File: src/rtl/lcr_uart_pkg.sv
package lcr_uart_pkg;
    localparam int ADDR_W = 3;
    localparam int BYTE_W = 8;

    localparam logic [ADDR_W-1:0] ADDR_DATA = 3'd0;
    localparam logic [ADDR_W-1:0] ADDR_IER  = 3'd1;
    localparam logic [ADDR_W-1:0] ADDR_CFG  = 3'd3;

    typedef enum logic [2:0] {
        PH_IDLE,
        PH_START,
        PH_DATA,
        PH_PARITY,
        PH_STOP
    } tx_phase_e;

    // Low six configuration bits, in register order.
    typedef struct packed {
        logic [1:0] par_mode;   // 00 odd, 01 even, 10 forced 1, 11 forced 0
        logic       par_en;
        logic       long_stop;
        logic [1:0] word_sel;   // N = 5 + word_sel
    } frame_cfg_t;
endpackage

File: src/rtl/lcr_uart_parity.sv
module lcr_uart_parity
    import lcr_uart_pkg::*;
#(
    parameter int DATA_W = BYTE_W
) (
    input  logic [DATA_W-1:0] data,
    input  logic [1:0]        word_sel,
    input  logic [1:0]        par_mode,
    output logic              par_bit
);
    logic [DATA_W-1:0] mask;
    logic              ones_odd;

    always_comb begin
        for (int i = 0; i < DATA_W; i++) begin
            mask[i] = (i < (5 + int'(word_sel)));
        end
        ones_odd = ^(data & mask);
        unique case (par_mode)
            2'b00:   par_bit = ~ones_odd;  // odd
            2'b01:   par_bit = ones_odd;   // even
            2'b10:   par_bit = 1'b1;
            default: par_bit = 1'b0;
        endcase
    end
endmodule

File: src/rtl/lcr_uart_regs.sv
module lcr_uart_regs
    import lcr_uart_pkg::*;
#(
    parameter int IER_W = 4,
    parameter int DIV_W = 16
) (
    input  logic              clk,
    input  logic              rst_n,
    input  logic              wr_en,
    input  logic [ADDR_W-1:0] addr,
    input  logic [BYTE_W-1:0] wdata,
    output logic [BYTE_W-1:0] cfg,
    output logic [DIV_W-1:0]  divisor,
    output logic              thr_wr,
    output logic [BYTE_W-1:0] rdata
);
    localparam int DIV_HI_W = DIV_W - BYTE_W;

    typedef struct packed {
        logic [BYTE_W-1:0]   cfg;
        logic [IER_W-1:0]    ier;
        logic [BYTE_W-1:0]   div_lo;
        logic [DIV_HI_W-1:0] div_hi;
    } regs_t;

    regs_t regs_d, regs_q;
    logic  remap;

    assign remap = regs_q.cfg[BYTE_W-1];

    always_comb begin
        regs_d = regs_q;
        thr_wr = 1'b0;
        if (wr_en) begin
            unique case (addr)
                ADDR_DATA: begin
                    if (remap) regs_d.div_lo = wdata;
                    else       thr_wr = 1'b1;
                end
                ADDR_IER: begin
                    if (remap) regs_d.div_hi = wdata[DIV_HI_W-1:0];
                    else       regs_d.ier = wdata[IER_W-1:0];
                end
                ADDR_CFG: regs_d.cfg = wdata;
                default: ;
            endcase
        end
    end

    always_comb begin
        rdata = '0;
        unique case (addr)
            ADDR_DATA: if (remap) rdata = regs_q.div_lo;
            ADDR_IER: begin
                if (remap) rdata[DIV_HI_W-1:0] = regs_q.div_hi;
                else       rdata[IER_W-1:0] = regs_q.ier;
            end
            ADDR_CFG: rdata = regs_q.cfg;
            default: ;
        endcase
    end

    always_ff @(posedge clk or negedge rst_n) begin
        if (!rst_n) regs_q <= '0;
        else        regs_q <= regs_d;
    end

    assign cfg     = regs_q.cfg;
    assign divisor = {regs_q.div_hi, regs_q.div_lo};
endmodule

File: src/rtl/lcr_uart_ser.sv
module lcr_uart_ser
    import lcr_uart_pkg::*;
#(
    parameter int OVERSAMPLE = 16,
    parameter int DATA_W     = BYTE_W
) (
    input  logic              clk,
    input  logic              rst_n,
    input  logic              baud_tick,
    input  logic              thr_wr,
    input  logic [DATA_W-1:0] thr_data,
    input  frame_cfg_t        cfg_in,
    input  logic              brk,
    output logic              ser_out,
    output logic              tx_busy,
    output logic              thr_empty
);
    localparam int TICK_W = $clog2(2 * OVERSAMPLE);
    localparam int IDX_W  = $clog2(DATA_W);
    localparam logic [TICK_W-1:0] BIT_LAST  = TICK_W'(OVERSAMPLE - 1);
    localparam logic [TICK_W-1:0] STOP_MID  = TICK_W'(OVERSAMPLE + OVERSAMPLE / 2 - 1);
    localparam logic [TICK_W-1:0] STOP_LONG = TICK_W'(2 * OVERSAMPLE - 1);

    typedef struct packed {
        tx_phase_e         phase;
        logic [TICK_W-1:0] tick_cnt;
        logic [IDX_W-1:0]  bit_idx;
        logic [DATA_W-1:0] shift;
        frame_cfg_t        cfg;
        logic              par_bit;
        logic [DATA_W-1:0] hold;
        logic              hold_full;
    } ser_t;

    ser_t s_d, s_q;
    logic              par_calc;
    logic [TICK_W-1:0] tick_last;
    logic [IDX_W-1:0]  idx_last;
    logic              level;

    lcr_uart_parity #(.DATA_W(DATA_W)) par_i (
        .data     (s_q.hold),
        .word_sel (cfg_in.word_sel),
        .par_mode (cfg_in.par_mode),
        .par_bit  (par_calc)
    );

    always_comb begin
        if (s_q.phase != PH_STOP)       tick_last = BIT_LAST;
        else if (!s_q.cfg.long_stop)    tick_last = BIT_LAST;
        else if (s_q.cfg.word_sel == 0) tick_last = STOP_MID;
        else                            tick_last = STOP_LONG;
        idx_last = IDX_W'(4 + int'(s_q.cfg.word_sel));
    end

    always_comb begin
        s_d = s_q;
        unique case (s_q.phase)
            PH_IDLE: begin
                if (s_q.hold_full) begin
                    s_d.phase     = PH_START;
                    s_d.tick_cnt  = '0;
                    s_d.shift     = s_q.hold;
                    s_d.cfg       = cfg_in;
                    s_d.par_bit   = par_calc;
                    s_d.hold_full = 1'b0;
                end
            end
            default: begin
                if (baud_tick) begin
                    if (s_q.tick_cnt != tick_last) begin
                        s_d.tick_cnt = s_q.tick_cnt + 1'b1;
                    end else begin
                        s_d.tick_cnt = '0;
                        unique case (s_q.phase)
                            PH_START: begin
                                s_d.phase   = PH_DATA;
                                s_d.bit_idx = '0;
                            end
                            PH_DATA: begin
                                s_d.shift = s_q.shift >> 1;
                                if (s_q.bit_idx == idx_last)
                                    s_d.phase = s_q.cfg.par_en ? PH_PARITY : PH_STOP;
                                else
                                    s_d.bit_idx = s_q.bit_idx + 1'b1;
                            end
                            PH_PARITY: s_d.phase = PH_STOP;
                            default:   s_d.phase = PH_IDLE;
                        endcase
                    end
                end
            end
        endcase
        if (thr_wr) begin
            s_d.hold      = thr_data;
            s_d.hold_full = 1'b1;
        end
    end

    always_ff @(posedge clk or negedge rst_n) begin
        if (!rst_n) begin
            s_q       <= '0;
            s_q.phase <= PH_IDLE;
        end else begin
            s_q <= s_d;
        end
    end

    always_comb begin
        unique case (s_q.phase)
            PH_START:  level = 1'b0;
            PH_DATA:   level = s_q.shift[0];
            PH_PARITY: level = s_q.par_bit;
            default:   level = 1'b1;
        endcase
    end

    assign ser_out   = level & ~brk;
    assign tx_busy   = (s_q.phase != PH_IDLE);
    assign thr_empty = ~s_q.hold_full;
endmodule

File: src/rtl/lcr_uart_tx.sv
module lcr_uart_tx
    import lcr_uart_pkg::*;
#(
    parameter int OVERSAMPLE = 16,
    parameter int IER_W      = 4,
    parameter int DIV_W      = 16
) (
    input  logic              clk,
    input  logic              rst_n,
    input  logic              wr_en,
    input  logic [ADDR_W-1:0] addr,
    input  logic [BYTE_W-1:0] wdata,
    output logic [BYTE_W-1:0] rdata,
    input  logic              baud_tick,
    output logic              ser_out,
    output logic              tx_busy,
    output logic              thr_empty,
    output logic [DIV_W-1:0]  dl_value
);
    logic [BYTE_W-1:0] cfg_w;
    logic              thr_wr_w;

    lcr_uart_regs #(.IER_W(IER_W), .DIV_W(DIV_W)) regs_i (
        .clk     (clk),
        .rst_n   (rst_n),
        .wr_en   (wr_en),
        .addr    (addr),
        .wdata   (wdata),
        .cfg     (cfg_w),
        .divisor (dl_value),
        .thr_wr  (thr_wr_w),
        .rdata   (rdata)
    );

    lcr_uart_ser #(.OVERSAMPLE(OVERSAMPLE), .DATA_W(BYTE_W)) ser_i (
        .clk       (clk),
        .rst_n     (rst_n),
        .baud_tick (baud_tick),
        .thr_wr    (thr_wr_w),
        .thr_data  (wdata),
        .cfg_in    (frame_cfg_t'(cfg_w[5:0])),
        .brk       (cfg_w[6]),
        .ser_out   (ser_out),
        .tx_busy   (tx_busy),
        .thr_empty (thr_empty)
    );
endmodule

File: config.mk
export PLATFORM = sky130hd
export DESIGN_NAME = lcr_uart_tx
export DESIGN_NICKNAME = d
export VERILOG_FILES = /design/src/rtl/lcr_uart_pkg.sv /design/src/rtl/lcr_uart_parity.sv /design/src/rtl/lcr_uart_regs.sv /design/src/rtl/lcr_uart_ser.sv /design/src/rtl/lcr_uart_tx.sv
export SDC_FILE = /design/constraint.sdc
export NUM_CORES = 1
export LEC_CHECK = 0
export ABC_AREA = 0
export BUFFER_PORTS_ARGS = -buffer_cell sky130_fd_sc_hd__buf_4
export CORE_UTILIZATION = 25
export DETAILED_ROUTE_END_ITERATION = 10
export SYNTH_ARGS = -nofsm -noshare
export SYNTH_HDL_FRONTEND = slang
export SYNTH_SLANG_ARGS = --single-unit
File: constraint.sdc
create_clock -name clk -period 3.8 [get_ports clk]
set_input_delay 0.95 -clock clk [delete_from_list [all_inputs] [get_ports clk]]
set_output_delay 0.95 -clock clk [all_outputs]
set_load 0.005 [all_outputs]
==> results of run 1 <==
cell usage after synthesis (2+ instances only):
library cell,n
dfrtp_1,61
mux2i_1,7
nor2_1,19
buf_4,16
a22oi_1,2
or2_2,2
inv_1,4
xnor2_1,6
nand2b_1,2
o31ai_1,2
nor2b_1,3
a21oi_1,9
ha_1,2
a2bb2oi_2,7
nand3_1,4
nand2_1,45
mux2_2,38
a21o_1,2
clkbuf_1,7
o21ai_0,23
routing by layer:
layer / track usage / up-vias
met4: 0.0416 / 0
li1: - / 1087
met2: 0.176 / 53
met1: 0.152 / 1129
met3: 0.0312 / 11
met5: 0 / -
flip-flops by register name, summed over array words and instances, names as in the netlist:
name,count
regs_i.cfg,8
regs_i.divisor,16
regs_i.regs_q,4
ser_i.s_q,33
kinds of logic after synthesis:
group	after synthesis	synth area share
DFF	61	0.481
adders and majority gates	2	0.00789
buffers and inverters	29	0.0537
and+or+nand+nor	90	0.136
AOI/OAI and AO/OA	60	0.140
muxes	45	0.157
xor gates and xnor gates	7	0.0237
worst min-delay path by stage:
stage	start	endpoint	slack, ps	cells past startpoint
CTS	ser_i.s_q[12]	ser_i.s_q[12]	480	2
finish	ser_i.s_q[12]	ser_i.s_q[12]	480	2
floorplan	ser_i.s_q[12]	ser_i.s_q[12]	440	2
global placement	ser_i.s_q[0]	ser_i.s_q[0]	460	1
global route	regs_i.regs_q[19]	regs_i.regs_q[19]	510	1
detailed placement	ser_i.s_q[12]	ser_i.s_q[12]	470	2
power groups by stage:
stage	clock (mW)	sequential (mW)	combinational, mW
final	0.918	1.07	0.701
after global routing	0.971	1.10	0.778
after CTS	0.941	1.07	0.713
after detailed placement	0	1.08	0.709
after global placement	0	1.07	0.693
after floorplan	0	1.00	0.579
layout by cell type (no fill, tap or decap), types with 2 or more instances in the layout:
| cell | Yosys | final |
|---|---|---|
| nand3_1 | 4 | 4 |
| a21oi_1 | 9 | 9 |
| o31ai_1 | 2 | 2 |
| nor2b_1 | 3 | 3 |
| nor2_1 | 19 | 19 |
| buf_4 | 16 | 42 |
| a2bb2oi_2 | 7 | 7 |
| ha_1 | 2 | 2 |
| clkbuf_8 | 0 | 4 |
| nand2_1 | 45 | 45 |
| mux2_2 | 38 | 38 |
| inv_1 | 4 | 4 |
| a21o_1 | 2 | 2 |
| xnor2_1 | 6 | 6 |
| nand2b_1 | 2 | 2 |
| or2_2 | 2 | 2 |
| clkbuf_16 | 0 | 9 |
| bufinv_16 | 0 | 2 |
| o21ai_0 | 23 | 23 |
| dfrtp_1 | 61 | 61 |
| a22oi_1 | 2 | 2 |
| mux2i_1 | 7 | 7 |
worst max-delay path, cell delays in order:
cell     delay [ps]
buf_4           180
or3b_2          480
a21oi_1         140
buf_4           120
layout make-up:
| type | count | area share |
|---|---|---|
| clock buffers | 13 | 0.0720 |
| flip-flops and latches | 61 | 0.392 |
| repair buffers | 42 | 0.0810 |
| well taps | 168 | 0.0540 |
| inverters | 4 | 0.00386 |
| clock inverters | 3 | 0.0167 |
| multi-input cells | 204 | 0.380 |
per-stage QoR:
stage          total power [mW]  hold WS, ps  area, um^2
5_1_grt                    2.85          510        3890
3_3_place_gp               1.76          460        3550
3_5_place_dp               1.79          468        3550
2_1_floorplan              1.58          438        3170
6_report                   2.69          477        3890
4_1_cts                    2.72          480        3890
==> impl_metrics.yaml, run 1 <==
outcome:
  status: "completed"
cells_and_area:
  seq_area_mm2: 0.00153
  multi_input_area_mm2: 0.00148
  nFillCells: 1251
  finalNetCount: 339
  syn_to_final_growth_pct: 22.8
  diodes: 0
  final_core_util: 0.320
  stdcell_count: 495
  layout-drive-gt1-share: 0.339
drt:
  drc: 0
  wl_met3_um: 268
  first_pass_iters: 4
  wl_per_cell_um: 14.1
  wl_met2_um: 3160
  top_layer: "met4"
  viasPerCell: 4.61
  drt-total-wl_um: 7000
  drt_iter0_drc: 64
  wl_met1_um: 3460
  via_count: 2280
  final_antenna_net_count: 0
synth:
  synth_largest_area_cell: "dfrtp_1"
  synth_cells: 294
  ys_seq_area_frac: 0.481
  ys_top_cells_by_area: "dfrtp_1, mux2_2, nand2_1, buf_4, o21ai_0"
  synth_seq_cells: 61
  synth.distinct_cells: 53
  netlist_area_mm2: 0.00317
  yosysTopAreaCellShare: 0.481
  yosys_warnings: 0
  synth_nets: 311
  avgSynthCellArea_um2: 10.8
  async_flop_share: 1.00
  synth_edf_count: 0
  synthFlopType: "dfrtp_1"
floorplanning:
  initial_utilization: 0.261
  fp.dieW_um: 115
  rows: 40
  die_area_mm2: 0.0131
  core_area_mm2: 0.0122
  io_pins: 42
  die_height_um: 115
worst_setup_path:
  reg2reg_to: "ser_i.s_q[32]"
  crit_path_end_kind: "primary output"
  critPathLaunchType: "primary input"
  r2r-start: "ser_i.s_q[33]"
  cp.required_ps: 2850
  crit_path_end: "rdata[7]"
  crit_start: "addr[0]"
  reg2reg_depth: 5
  arrival_ps: 1870
  crit_fanout: 18
  r2r_slack_ps: 1380
  crit_type: "in2out"
clocking:
  cts_resized: 0
  clockRootBuffer: "clkbuf_16"
  clk_latency_ps: 330
  cts_tree: "built"
  path_clk_slew_ps: 50
  ctsLongestPathBuffers: 2
  cts.sinks: 61
  postCtsSetupBuffers: 0
  htreeDepth: 3
  cts_hold_buf: 0
  cts_buffers: 9
timing:
  finalHoldViolCount: 0
  timing.final.crit_share: 0.743
  tightest_slew_ps: 793
  rsz0062_at_grt: "no"
  fin_crit_ps: 2820
  clock_skew_ps: 8.25
  fmax_mhz: 354
  slew-limit-headroom: 0.472
  final.setup.worst_slack_ps: 976
  setup_viol: 0
  fin_tns_setup_ps: 0
  report.final.slew_viol_count: 0
pwr:
  combPwrFrac: 0.261
  ir_drop_v: 0.000329
  leakagePower_nw: 1.72
  p_clk_frac: 0.342
  swShare: 0.282
  cellPowerDensity_mw_per_mm2: 690
  power_frac_seq: 0.397
  switching_power_mw: 0.757
  internal_power_mw: 1.93
placement:
  place_inst: 479
  routabilityCongestion: 0.740
  dp_hpwl_um: 5030
  pre_cts_ws_ps: 990
  numPortBuffers: 41
min_path:
  hp-class: "reg2reg"
grt:
  grt_pass1_wl_um: 11500
  grt_usage: 0.114
  antenna_found_initial: 0
  overflow: 0
  grt_pass1_vias: 2214
  grt_max_degree: 62
flow_run:
  drv_cap: 0
(Power assumes the default switching activity.)
==> inputs of run 2 (changes only) <==
==> constraint.sdc (replaced) <==
create_clock -name clk -period 2.9 [get_ports clk]
set_input_delay 0.725 -clock clk [delete_from_list [all_inputs] [get_ports clk]]
set_output_delay 0.725 -clock clk [all_outputs]
set_load 0.005 [all_outputs]
==> run 2 against run 1 <==
Net effect:
- combinational power rose by 31%
- via count hardly changed
- sequential power is 30% higher
- design area down 0.93%
- core utilization fell by 0.30 points
- clock power increased by 14%
- flip-flop and latch count unchanged
- final cell count grew 0.40%
- critical path type is now reg2out
- largest cell class unchanged
==> impl_metrics.yaml, run 2 (synthesis results as in run 1) <==
outcome:
  status: "completed"
timing:
  slew-limit-headroom: 0.470
  setup_viol: 0
  clock_skew_ps: 4.51
  tightest_slew_ps: 794
  timing.final.crit_share: 0.843
  report.final.slew_viol_count: 0
  fmax_mhz: 409
  whs_ps: 478
  final.setup.worst_slack_ps: 455
  finalHoldViolCount: 0
  rsz0062_at_grt: "no"
  fin_tns_setup_ps: 0
  fin_crit_ps: 2440
cells_and_area:
  final_cell_mix: "dfrtp_1, nand2_1, buf_4, mux2_2, o21ai_0"
  diodes: 0
  nFillCells: 1252
  design_area_mm2: 0.00386
  stdcell_count: 497
  syn_to_final_growth_pct: 21.6
  finalNetCount: 341
  seq_area_mm2: 0.00153
  top_register: "ser_i.s_q"
  layout-drive-gt1-share: 0.337
  final_core_util: 0.317
  multi_input_area_mm2: 0.00148
  largest_reg_flops: 33
  layout_commonest_cell: "dfrtp_1"
grt:
  grt_pass1_wl_um: 11900
  grt_pass1_vias: 2306
  overflow: 0
  grt_usage: 0.118
  antenna_found_initial: 0
  grt_max_degree: 62
drt:
  viasPerCell: 4.59
  via_count: 2279
  wl_per_cell_um: 14.0
  first_pass_iters: 4
  final_antenna_net_count: 0
  drt-total-wl_um: 6960
  drc: 0
  drt_iter0_drc: 86
clocking:
  cts.sinks: 61
  path_clk_slew_ps: 50
  cts_resized: 0
  cts_tree: "built"
  cts_hold_buf: 0
  clk_latency_ps: 330
  cts_buffers: 9
  clockRootBuffer: "clkbuf_16"
  htreeDepth: 3
  ctsLongestPathBuffers: 2
  postCtsSetupBuffers: 0
placement:
  pre_cts_ws_ps: 491
  dp_hpwl_um: 5040
  post_dp_cell_area_mm2: 0.00356
  routabilityCongestion: 0.774
  place_inst: 481
  numPortBuffers: 41
floorplanning:
  core_area_mm2: 0.0122
  rows: 40
  die_area_mm2: 0.0131
  fp.dieW_um: 115
  die_height_um: 115
  io_pins: 42
  initial_utilization: 0.261
pwr:
  cellPowerDensity_mw_per_mm2: 873
  leakagePower_nw: 1.70
  finalPower_mw: 3.37
  ir_drop_v: 0.000379
min_path:
  hp-class: "in2async"
worst_setup_path:
  r2r-start: "ser_i.s_q[33]"
  arrival_ps: 1720
  reg2reg_depth: 5
  r2r_slack_ps: 680
  cp.required_ps: 2170
  crit_type: "reg2out"
  crit_fanout: 11
  critPathLaunchType: "flip-flop"
  crit_path_end_kind: "primary output"
  reg2reg_to: "ser_i.s_q[24]"
flow_run:
  drv_cap: 0
## run 2: cell type report
| cell class | count | share of cell area |
|---|---|---|
| Clock buffer | 12 | 0.0639 |
| Inverter | 4 | 0.00389 |
| Tap cell | 168 | 0.0545 |
| Sequential cell | 61 | 0.396 |
| Clock inverter | 4 | 0.0123 |
| Multi-Input combinational cell | 204 | 0.384 |
| Timing Repair Buffer | 44 | 0.0857 |
## run 2: critical path: stages, from the launching register on
cell,delay (ps)
dfrtp_1,620
nor2b_1,310
nand2_1,90
nor2_1,100
a21oi_1,50
nor2_1,110
buf_4,120
## run 2: how the worst max path moves through the flow
| stage | startpoint | to | slack [ps] | cells past startpoint |
|---|---|---|---|---|
| after floorplan | addr[0] | rdata[7] | 560 | 4 |
| after global placement | addr[0] | rdata[7] | 520 | 4 |
| after detailed placement | addr[1] | regs_i.divisor[3] | 490 | 5 |
| after CTS | regs_i.cfg[7] | rdata[1] | 430 | 6 |
| after global routing | regs_i.cfg[7] | rdata[3] | 220 | 6 |
| final | regs_i.cfg[7] | rdata[1] | 460 | 6 |
## run 2: power by group
part           internal, mW  total [mW]  switching [mW]
sequential             1.13        1.39           0.264
clock                 0.685        1.05           0.369
combinational         0.557       0.918           0.361
total                  2.37        3.37           0.994
## run 2: routing by layer
metal,up-vias,share of wire,GRT usage
met5,-,0,0
met4,0,0.0096,0.0312
met3,7,0.047,0.0424
met2,59,0.46,0.182
met1,1117,0.48,0.155
li1,1096,-,-
==> inputs of run 3 (changes only) <==
==> constraint.sdc (replaced) <==
create_clock -name clk -period 2.4 [get_ports clk]
set_input_delay 0.6 -clock clk [delete_from_list [all_inputs] [get_ports clk]]
set_output_delay 0.6 -clock clk [all_outputs]
set_load 0.005 [all_outputs]
==> run 3 against run 2 <==
Net effect:
- clock power grew 43%
- worst setup slack got worse by 250 ps
- sequential power grew 22%
- power grew 28%
- first-iteration DRC count down 12%
- flip-flop and latch count unchanged
- final cell count rose by 0.40%
- design area grew 1.8%
- largest cell class unchanged
- worst hold slack worse by 140 ps
- wire length rose by 0.19%
- core utilization rose by 0.57 points
==> impl_metrics.yaml, run 3 (synthesis results as in run 1) <==
outcome:
  status: "completed"
timing:
  timing.final.crit_share: 0.913
  slew-limit-headroom: 0.476
  fin_tns_setup_ps: 0
  final.setup.worst_slack_ps: 210
  tightest_slew_ps: 786
  fin_crit_ps: 2190
  fmax_mhz: 457
  clock_skew_ps: 5.61
  rsz0062_at_grt: "no"
  report.final.slew_viol_count: 0
  finalHoldViolCount: 0
  setup_viol: 0
pwr:
  ir_drop_v: 0.000523
  p_clk_frac: 0.349
  swShare: 0.290
  switching_power_mw: 1.25
  power_frac_seq: 0.393
  combPwrFrac: 0.258
  cellPowerDensity_mw_per_mm2: 1100
  leakagePower_nw: 1.74
  internal_power_mw: 3.06
worst_setup_path:
  crit_slowest_cell: "or4bb_1"
  crit_fanout: 8
  crit_type: "reg2reg"
  critPathLaunchType: "flip-flop"
  cp.required_ps: 2610
  crit_path_end_kind: "flip-flop"
  crit_chain: "or4bb_1 > a21o_1 > a211o_1 > nor2_1 > mux2_2"
  r2r_slack_ps: 210
  cpPeakStageDelay_ps: 540
  arrival_ps: 2400
placement:
  routabilityCongestion: 0.801
  place_inst: 483
  dp_hpwl_um: 5100
  post_dp_cell_area_mm2: 0.00358
  numPortBuffers: 41
  pre_cts_ws_ps: 253
drt:
  wl_per_cell_um: 14.0
  first_pass_iters: 4
  drc: 0
  via_count: 2260
  final_antenna_net_count: 0
  drt-total-wl_um: 6970
  drt_iter0_drc: 76
  viasPerCell: 4.53
cells_and_area:
  final_cell_mix: "dfrtp_1, buf_4, nand2_1, mux2_2, o21ai_0"
  syn_to_final_growth_pct: 23.8
  final_core_util: 0.323
  top_register: "ser_i.s_q"
  diodes: 0
  largest_reg_flops: 33
  design_area_mm2: 0.00393
  layout_commonest_cell: "dfrtp_1"
  finalNetCount: 343
  stdcell_count: 499
  layout-drive-gt1-share: 0.350
grt:
  grt_max_degree: 62
  grt.met1_usage: 0.151
  antenna_found_initial: 0
  grt_usage: 0.115
  overflow: 0
  gr-max-usage-layer: "met2"
  met2_usage: 0.177
  grt_pass1_vias: 2325
  grt_pass1_wl_um: 11600
  grt_use_met3: 0.0402
clocking:
  cts_tree: "built"
  clockRootBuffer: "clkbuf_16"
  postCtsSetupBuffers: 0
  cts_resized: 0
  clk_latency_ps: 330
  cts_hold_buf: 0
  path_clk_slew_ps: 50
  htreeDepth: 3
  cts.sinks: 61
  ctsLongestPathBuffers: 2
  cts_buffers: 9
floorplanning:
  initial_utilization: 0.261
  rows: 40
  io_pins: 42
  die_area_mm2: 0.0131
  core_area_mm2: 0.0122
  fp.dieW_um: 115
  die_height_um: 115
flow_run:
  drv_cap: 0
min_path:
  hp-class: "in2async"
## run 3: changes by cell type in the layout (fill, tap and decap cells not counted), moves of 2 or more
cell       delta
clkbuf_1      -2
inv_6         +2
bufinv_16     +2
buf_4         +2
## run 3: power groups by stage
stage                     sequential (mW)  combinational (mW)  clock [mW]
final                                1.69                1.11        1.50
after global routing                 1.74                1.24        1.57
after CTS                            1.69                1.13        1.53
after detailed placement             1.70                1.13           0
after global placement               1.69                1.10           0
after floorplan                      1.58               0.916           0
## run 3: final timing paths
| check | startpoint | endpoint | cells after the start |
|---|---|---|---|
| max | ser_i.s_q[32] | ser_i.s_q[24] | 5 |
| min | rst_n | ser_i.s_q[31] | 1 |
| max reg2reg | ser_i.s_q[32] | ser_i.s_q[24] | 5 |
| min reg2reg | ser_i.s_q[0] | ser_i.s_q[0] | 1 |
| max in group asynchronous | rst_n | regs_i.cfg[7] | 1 |
| min in group clk | ser_i.s_q[0] | ser_i.s_q[0] | 1 |
## run 3: critical path: cells and delay by family, from the launching register on
kind / cells / cell delay, ps
AND/OR/NAND/NOR: 2 / 710
AO/OA/AOI/OAI: 2 / 570
flip-flops: 1 / 440
multiplexers: 1 / 350
## run 3: metrics by stage
stage,power (mW),hold slack (ps)
after floorplan,2.50,304
after global placement,2.79,461
after detailed placement,2.83,469
after CTS,4.35,378
after global routing,4.55,407
final,4.31,337
## run 3: cell type report
| class | instances | area [um^2] |
|---|---|---|
| Timing Repair Buffer | 46 | 345 |
| Multi-Input combinational cell | 204 | 1480 |
| Fill cell | 1236 | 8240 |
| Sequential cell | 61 | 1530 |
| Clock inverter | 7 | 121 |
| Clock buffer | 9 | 225 |
| Tap cell | 168 | 210 |
| Inverter | 4 | 15.0 |
## run 3: metal layers
| metal | routed length, um | share of wire | vias to the layer above |
|---|---|---|---|
| li1 | - | - | 1090 |
| met1 | 3410 | 0.49 | 1121 |
| met2 | 3210 | 0.46 | 45 |
| met3 | 335 | 0.048 | 4 |
| met4 | 25 | 0.0036 | 0 |
| met5 | 0 | 0 | - |
